$ cat src/rtl/dbg_itest_pkg.sv
package dbg_itest_pkg;
  localparam int DATA_W = 32;
  localparam int OFF_CTRL  = 'h00;
  localparam int OFF_DRIVE = 'h04;
  localparam int OFF_SENSE = 'h08;
  localparam int ENABLE_BIT = 0;

  // drive slots: 0 debug ack, 1 pmu irq, 2 debug restarted
  localparam int OUT_N = 3;
  localparam int OUT_POS [OUT_N] = '{0, 4, 9};

  // sense slots: 0 ext dbg req, 1 irq_n, 2 fiq_n, 3 restart req
  localparam int IN_N = 4;
  localparam int IN_POS [IN_N] = '{0, 1, 2, 11};

  typedef struct packed {
    logic wr_ctrl;
    logic wr_drive;
    logic rd_ctrl;
    logic rd_sense;
  } acc_t;
endpackage

$ cat src/rtl/itr_bus_decode.sv
module itr_bus_decode
  import dbg_itest_pkg::*;
#(
  parameter int ADDR_W = 4
) (
  input  logic              psel,
  input  logic              penable,
  input  logic              pwrite,
  input  logic [ADDR_W-1:0] paddr,
  output acc_t              acc
);
  logic hit_ctrl, hit_drive, hit_sense, wr_phase, rd_phase;

  always_comb begin
    hit_ctrl  = (paddr == ADDR_W'(OFF_CTRL));
    hit_drive = (paddr == ADDR_W'(OFF_DRIVE));
    hit_sense = (paddr == ADDR_W'(OFF_SENSE));
    wr_phase  = psel && penable && pwrite;
    rd_phase  = psel && !pwrite;
    acc.wr_ctrl  = wr_phase && hit_ctrl;
    acc.wr_drive = wr_phase && hit_drive;
    acc.rd_ctrl  = rd_phase && hit_ctrl;
    acc.rd_sense = rd_phase && hit_sense;
  end
endmodule

$ cat src/rtl/itr_mode_ctrl.sv
module itr_mode_ctrl (
  input  logic clk,
  input  logic rst_n,
  input  logic wr_ctrl,
  input  logic wr_enable_val,
  input  logic core_halted,
  output logic mode_q
);
  logic mode_d;

  always_comb begin
    mode_d = mode_q;
    if (wr_ctrl) begin
      if (!wr_enable_val)   mode_d = 1'b0;
      else if (core_halted) mode_d = 1'b1;
    end
  end

  always_ff @(posedge clk or negedge rst_n) begin
    if (!rst_n) mode_q <= 1'b0;
    else        mode_q <= mode_d;
  end
endmodule

$ cat src/rtl/itr_out_override.sv
module itr_out_override
  import dbg_itest_pkg::*;
(
  input  logic              clk,
  input  logic              rst_n,
  input  logic              mode_q,
  input  logic              wr_drive,
  input  logic [DATA_W-1:0] wdata,
  input  logic [OUT_N-1:0]  func_in,
  output logic [OUT_N-1:0]  pin_out
);
  logic [OUT_N-1:0] drive_q;

  for (genvar g = 0; g < OUT_N; g++) begin : g_slot
    always_ff @(posedge clk or negedge rst_n) begin
      if (!rst_n)                  drive_q[g] <= 1'b0;
      else if (wr_drive && mode_q) drive_q[g] <= wdata[OUT_POS[g]];
    end
    assign pin_out[g] = mode_q ? drive_q[g] : func_in[g];
  end
endmodule

$ cat src/rtl/dbg_itest_regs.sv
module dbg_itest_regs
  import dbg_itest_pkg::*;
#(
  parameter int ADDR_W = 4
) (
  input  logic              clk,
  input  logic              rst_n,
  input  logic              psel,
  input  logic              penable,
  input  logic              pwrite,
  input  logic [ADDR_W-1:0] paddr,
  input  logic [31:0]       pwdata,
  output logic [31:0]       prdata,
  input  logic              core_halted,
  input  logic              func_restarted,
  input  logic              func_pmu_irq,
  input  logic              func_dbg_ack,
  output logic              pin_restarted,
  output logic              pin_pmu_irq,
  output logic              pin_dbg_ack,
  input  logic              pin_restart_req,
  input  logic              pin_irq_n,
  input  logic              pin_fiq_n,
  input  logic              pin_ext_dbg_req
);
  acc_t             acc;
  logic             mode_q;
  logic [OUT_N-1:0] func_vec, pin_vec;
  logic [IN_N-1:0]  sense_vec;
  logic [31:0]      sense_word;

  itr_bus_decode #(.ADDR_W(ADDR_W)) u_dec (
    .psel(psel), .penable(penable), .pwrite(pwrite), .paddr(paddr), .acc(acc)
  );

  itr_mode_ctrl u_mode (
    .clk(clk), .rst_n(rst_n), .wr_ctrl(acc.wr_ctrl),
    .wr_enable_val(pwdata[ENABLE_BIT]), .core_halted(core_halted),
    .mode_q(mode_q)
  );

  assign func_vec = {func_restarted, func_pmu_irq, func_dbg_ack};

  itr_out_override u_out (
    .clk(clk), .rst_n(rst_n), .mode_q(mode_q), .wr_drive(acc.wr_drive),
    .wdata(pwdata), .func_in(func_vec), .pin_out(pin_vec)
  );

  assign pin_dbg_ack   = pin_vec[0];
  assign pin_pmu_irq   = pin_vec[1];
  assign pin_restarted = pin_vec[2];

  assign sense_vec = {pin_restart_req, pin_fiq_n, pin_irq_n, pin_ext_dbg_req};

  always_comb begin
    sense_word = '0;
    for (int i = 0; i < IN_N; i++) sense_word[IN_POS[i]] = sense_vec[i];
  end

  always_comb begin
    prdata = '0;
    if (acc.rd_ctrl)               prdata[ENABLE_BIT] = mode_q;
    else if (acc.rd_sense && mode_q) prdata = sense_word;
  end
endmodule

$ cat config.mk
export PLATFORM = sky130hd
export DESIGN_NAME = dbg_itest_regs
export DESIGN_NICKNAME = d
export VERILOG_FILES = /design/src/rtl/dbg_itest_pkg.sv /design/src/rtl/itr_bus_decode.sv /design/src/rtl/itr_mode_ctrl.sv /design/src/rtl/itr_out_override.sv /design/src/rtl/dbg_itest_regs.sv
export SDC_FILE = /design/constraint.sdc
export NUM_CORES = 1
export LEC_CHECK = 0
export ABC_CLOCK_PERIOD_IN_PS = 1540
export BUFFER_PORTS_ARGS = -buffer_cell sky130_fd_sc_hd__clkbuf_2
export CAP_MARGIN = 20
export CORE_MARGIN = 2
export CORE_UTILIZATION = 27
export CTS_CLUSTER_DIAMETER = 100
export DETAILED_ROUTE_END_ITERATION = 10
export PLACE_DENSITY = 0.89
export SYNTH_ARGS = -nofsm -noshare
export SYNTH_HDL_FRONTEND = slang
export SYNTH_SLANG_ARGS = --single-unit
export TNS_END_PERCENT = 1
$ cat constraint.sdc
create_clock -name clk -period 1.54 [get_ports clk]
set_input_delay 0.154 -clock clk [delete_from_list [all_inputs] [get_ports clk]]
set_output_delay 0.154 -clock clk [all_outputs]
set_load 0.02 [all_outputs]
==> results of run 1 <==
==> power breakdown <==
part	switching [mW]	total, mW	internal [mW]	leakage [nW]
registers	0.00886	0.120	0.111	0.0550
logic	0.0963	0.141	0.0450	0.299
clock network	0.0406	0.128	0.0870	0.0138
total	0.146	0.389	0.243	0.367
==> logic make-up after synthesis <==
family,synth area share [%]
buffers and inverters,45.4
AND/OR/NAND/NOR,14.4
multiplexers,15.4
flip-flops,19.5
AO/OA/AOI/OAI,4.63
other,0.731
==> per-stage QoR <==
stage,hold WS [ns],utilization (%),cells,instance area (sq um),setup WS [ns]
2_1_floorplan,-0.142,-,84,614,0.359
3_3_place_gp,-0.0432,31.8,106,562,0.361
3_5_place_dp,-0.0355,31.8,106,562,0.327
4_1_cts,0.154,33.7,110,594,0.151
5_1_grt,0.161,33.7,110,594,0.0643
6_report,0.162,33.7,110,594,0.166
==> metal layers <==
layer	part of all wire (%)	wire, microns
met1	35	306
met4	2.5	22
met5	0	0
met2	51	454
met3	11	99
==> synth_stat cells <==
cell type and number:
and4b_1 1, mux2_4 3, conb_1 1, dfrtp_1 4, mux2_2 3, o2111a_1 1, inv_1 5, nor3b_4 1
nand4_1 1, nor2_1 4, and4bb_2 1, clkbuf_1 1, a31oi_1 2, buf_4 28, and3_4 1
==> flip-flops by register name, summed over array words and instances (netlist names) <==
register	count
u_mode.mode_q	1
u_out.drive_q	3
==> how the worst min path moves through the flow <==
| stage | start | end | slack, ns | depth (start not counted) |
|---|---|---|---|---|
| after floorplan | rst_n | u_mode.mode_q | -0.14 | 0 |
| after global placement | rst_n | u_out.drive_q[1] | -0.04 | 1 |
| after detailed placement | rst_n | u_out.drive_q[1] | -0.04 | 1 |
| after CTS | pwdata[9] | u_out.drive_q[2] | 0.15 | 2 |
| after global routing | pwdata[9] | u_out.drive_q[2] | 0.16 | 2 |
| final | pwdata[9] | u_out.drive_q[2] | 0.16 | 2 |
==> worst register-to-register path: stages, from the launching register on <==
cell     delay [ns]
dfrtp_1        0.47
and3_4         0.27
mux2_4         0.31
==> what timing repair did <==
item,CTS,global route
setup endpoints to repair,0,0
hold buffers,1,0
hold endpoints to repair,4,0
==> final cells by class <==
cell class	instances	area, sq um
clock buffer	3	22.5
fill	198	1170
inverter	5	18.8
multi-input combinational	46	282
sequential	4	100
tap	25	31.3
timing repair buffer	27	140
==> out/metrics.yaml, run 1 <==
synth_cell_types: 15
min_period_ns: 1.37
ys_ff_latch: 4
antenna_found_initial: 0
crit_type: "flip-flop to output pin"
hp-class: "input pin to flip-flop"
critPathSlowestCell: "dfrtp_1"
grt_use_met1_pct: 6.74
grt_use_met3_pct: 1.13
layout.nets: 136
final_common_cell: "conb_1"
r2r-end: "u_out.drive_q[0]"
leakage_nw: 0.367
r2r_setup_slack_ns: 0.38
die_h_microns: 47.6
root_buffer: "clkbuf_4"
crit_fanout: 7
crit_path_end: "pin_dbg_ack"
drv_slew: 0
synth_area_sq_um: 513
drt-total-wl_microns: 883
yosysWarnings: 0
finClkSkew_ns: 0.00104
path_delay_family: "flip-flops"
timing.setup.tns_ns: 0
clock_sinks: 4
max_cap_violations: 0
met2_usage_pct: 16.5
dr_total_vias: 387
grt_overflow_total: 0
cts_buffers: 3
drcViolationCount: 0
finalHoldViolations: 0
portBuffers: 26
yosysSeqAreaShare_pct: 19.5
num_io_pins: 84
setup_viol: 0
grt_pass1_wl_microns: 1260
power_per_cell_area_mw_per_mm2: 655
h-tree-depth: 1
syn_inst: 57
cp_cell_sequence: "mux2_2, clkbuf_2"
cp_num_cells: 2
outcome: "finished, final reports clean"
cp_slowest_stage_delay_ns: 0.47
coreArea_sq_mm: 0.00176
max_freq_mhz: 728
cp.arrival_ns: 1.22
path_clk_slew_ns: 0.04
worstSetupStartpoint: "u_mode.mode_q"
hpwl_microns: 800
first_pass_iters: 2
synthTopCellsByArea: "buf_4, dfrtp_1, mux2_4"
rsz0062_at_grt: "no"
vdd_drop_max_mv: 0.205
wl_per_cell_microns: 8.03
ant_nets: 0
cp-end-kind: "output pin"
cts-resized-gates: 0
die_area_sq_mm: 0.00226
grt_max_degree: 8
cp-start-kind: "flip-flop"
required_ns: 1.39
post_cts_buffers: 0
rr_startpoint: "u_mode.mode_q"
diodes: 0
grt_pass1_vias: 349
syn_area_per_cell_sq_um: 9.00
path_buf_inv: 1
fin_crit_sh_pct: 89.2
yosysTopAreaCell: "buf_4"
cts_tree: "built"
top_usage_layer: "met2"
clkLatencyLatePin_ns: 0.23
rows: 15
die_w_microns: 47.6
clock_path_buffers: 2
finalPower_uw: 389
layout_common_cells: "conb_1, clkbuf_2, inv_1, nor2_1, dfrtp_1"
synth_top_area_share_pct: 41.0
area_growth_pct: 15.9
drt-initial-drc-count: 1
start_util_pct: 29.1
grtUsageTotal_pct: 8.58
viasPerCell: 3.52
reg2reg_depth: 2
gp_congestion: 0.692
drive_gt1_share_pct: 44.7
No activity file was read; power rests on OpenSTA's default activity.
==> run 2, diff against run 1 <==
--- a/config.mk
+++ b/config.mk
@@ -8,11 +8,13 @@
 export ABC_CLOCK_PERIOD_IN_PS = 1540
 export BUFFER_PORTS_ARGS = -buffer_cell sky130_fd_sc_hd__clkbuf_2
 export CAP_MARGIN = 20
+export CELL_PAD_IN_SITES_DETAIL_PLACEMENT = 0
+export CELL_PAD_IN_SITES_GLOBAL_PLACEMENT = 2
 export CORE_MARGIN = 2
-export CORE_UTILIZATION = 27
+export CORE_UTILIZATION = 11
 export CTS_CLUSTER_DIAMETER = 100
 export DETAILED_ROUTE_END_ITERATION = 10
-export PLACE_DENSITY = 0.89
+export PLACE_DENSITY = 0.87
 export SYNTH_ARGS = -nofsm -noshare
 export SYNTH_HDL_FRONTEND = slang
 export SYNTH_SLANG_ARGS = --single-unit
==> run 2 against run 1 <==
Clock skew decreased by 0.00085 ns. Critical path depth increased by 1. Clock power increased by 76%. Wire length increased by 20%. Setup slack got worse by 0.015 ns. Sequential share of layout area decreased by 1.4 points. Fmax decreased by 1.1%. Power increased by 25%. Non-clock buffer count unchanged. Die area increased by 130%. Core utilization decreased by 19 points. Worst hold slack improved by 0.0059 ns. Critical path type unchanged. Highest routed layer unchanged.
==> out/metrics.yaml, run 2 (synthesis results as in run 1) <==
start_util_pct: 11.6
worstSetupStartpoint: "u_mode.mode_q"
cp-end-kind: "output pin"
root_buffer: "clkbuf_8"
drt-initial-drc-count: 5
grt_overflow_total: 0
drt-total-wl_microns: 1060
viasPerCell: 2.88
antenna_found_initial: 0
leakage_nw: 0.375
r2r_setup_slack_ns: 0.35
vdd_drop_max_mv: 0.232
clock_path_buffers: 2
clkLatencyLatePin_ns: 0.22
max_cap_violations: 0
cts_tree: "built"
diodes: 0
required_ns: 1.39
grt_pass1_wl_microns: 1440
finalHoldViolations: 0
die_w_microns: 72.3
seqPwrFrac_pct: 24.9
grt_max_degree: 8
path_clk_slew_ns: 0.03
finClkSkew_ns: 0.000189
cp-start-kind: "flip-flop"
crit_type: "flip-flop to output pin"
max_freq_mhz: 720
grt_pass1_vias: 309
top_register: "u_out.drive_q"
ant_nets: 0
hold_depth: 2
drive_gt1_share_pct: 44.7
clock_sinks: 4
setup_viol: 0
switching_share_pct: 33.7
outcome: "finished, final reports clean"
final_common_cell: "conb_1"
coreArea_sq_mm: 0.00441
crit_fanout: 7
reg2reg_depth: 2
num_io_pins: 84
place_inst: 133
power.share.clock_pct: 46.1
gp_congestion: 0.743
hold_end: "u_out.drive_q[1]"
wl_met3_microns: 175
hpwl_microns: 935
area_growth_pct: 26.1
reg_top3: "u_out.drive_q: 3 flops, u_mode.mode_q: 1 flops"
drcViolationCount: 0
p_switching_uw: 164
rsz0062_at_grt: "no"
first_pass_iters: 5
drt-met1-wl_microns: 426
r2r-end: "u_out.drive_q[2]"
rows: 24
drv_slew: 0
dr_wl_met2_microns: 423
grtUsageTotal_pct: 3.92
dr_total_vias: 395
layout.nets: 136
h-tree-depth: 1
layout_common_cells: "conb_1, clkbuf_2, inv_1, nor2_1, dfrtp_1"
timing.setup.tns_ns: 0
highest_layer: "met4"
setup_slack_ns: 0.151
wl_per_cell_microns: 7.72
pre_cts_ws_ns: 0.261
die_area_sq_mm: 0.00523
hold_slack_ns: 0.168
min_period_ns: 1.39
cp.arrival_ns: 1.23
fillers: 502
largest_register_ffs: 3
power_per_cell_area_mw_per_mm2: 753
rr_startpoint: "u_mode.mode_q"
fin_crit_sh_pct: 90.2
p_int_uw: 323
portBuffers: 26
hp-start: "pwdata[4]"
hp-class: "input pin to flip-flop"
die_h_microns: 72.3
cts_buffers: 3
instances_no_fill: 137
comb_power_share_pct: 29.0
==> run 2: cell counts in the layout (fill, tap and decap cells not counted) <==
No cell type changed its count.
==> run 2: what timing repair did <==
| action | CTS | global route |
|---|---|---|
| setup buffers | 0 | 0 |
| hold buffers | 1 | 0 |
| endpoints found under the setup margin | 0 | 0 |
| resized for setup | 0 | 0 |
| hold endpoints to repair | 4 | 0 |
==> run 2: worst max path at each step <==
stage | to | cells past startpoint | slack, ns
floorplan | u_out.drive_q[0] | 3 | 0.36
global placement | u_out.drive_q[1] | 4 | 0.28
detailed placement | u_out.drive_q[2] | 4 | 0.26
CTS | prdata[11] | 3 | 0.13
global route | prdata[11] | 3 | 0.04
finish | prdata[11] | 3 | 0.15
==> run 2: power by group through the flow <==
stage               sequential (mW)  clock (mW)  combinational [mW]
floorplan                     0.114           0               0.161
global placement              0.122           0               0.137
detailed placement            0.122           0               0.139
CTS                           0.121       0.233               0.141
global route                  0.122       0.242               0.153
finish                        0.121       0.225               0.141
==> run 2: metrics by stage <==
step | utilization, % | instance area [sq um] | total power, mW
finish | 14.7 | 647 | 0.487
global route | 14.7 | 647 | 0.517
CTS | 14.7 | 647 | 0.495
detailed placement | 13.5 | 596 | 0.261
global placement | 13.5 | 596 | 0.259
floorplan | - | 614 | 0.275
==> run 2: layout make-up <==
cell class	count	area, sq um	area share [%]
clock buffers	3	41.3	6.38
inverters	5	18.8	2.90
multi-input cells	46	282	43.5
flip-flops and latches	4	100	15.5
well taps	52	65.1	10.1
repair buffers	27	140	21.7
==> run 2: metal layers <==
metal	vias up	global-route usage [%]
li1	186	-
met1	165	4.53
met2	41	5.71
met3	3	1.53
met4	0	3.14
met5	-	0
==> run 2: critical path, stage by stage, from the launching register on <==
cell and delay, ns:
dfrtp_1 0.48, nand4_1 0.22, nor2_1 0.13, clkbuf_2 0.18
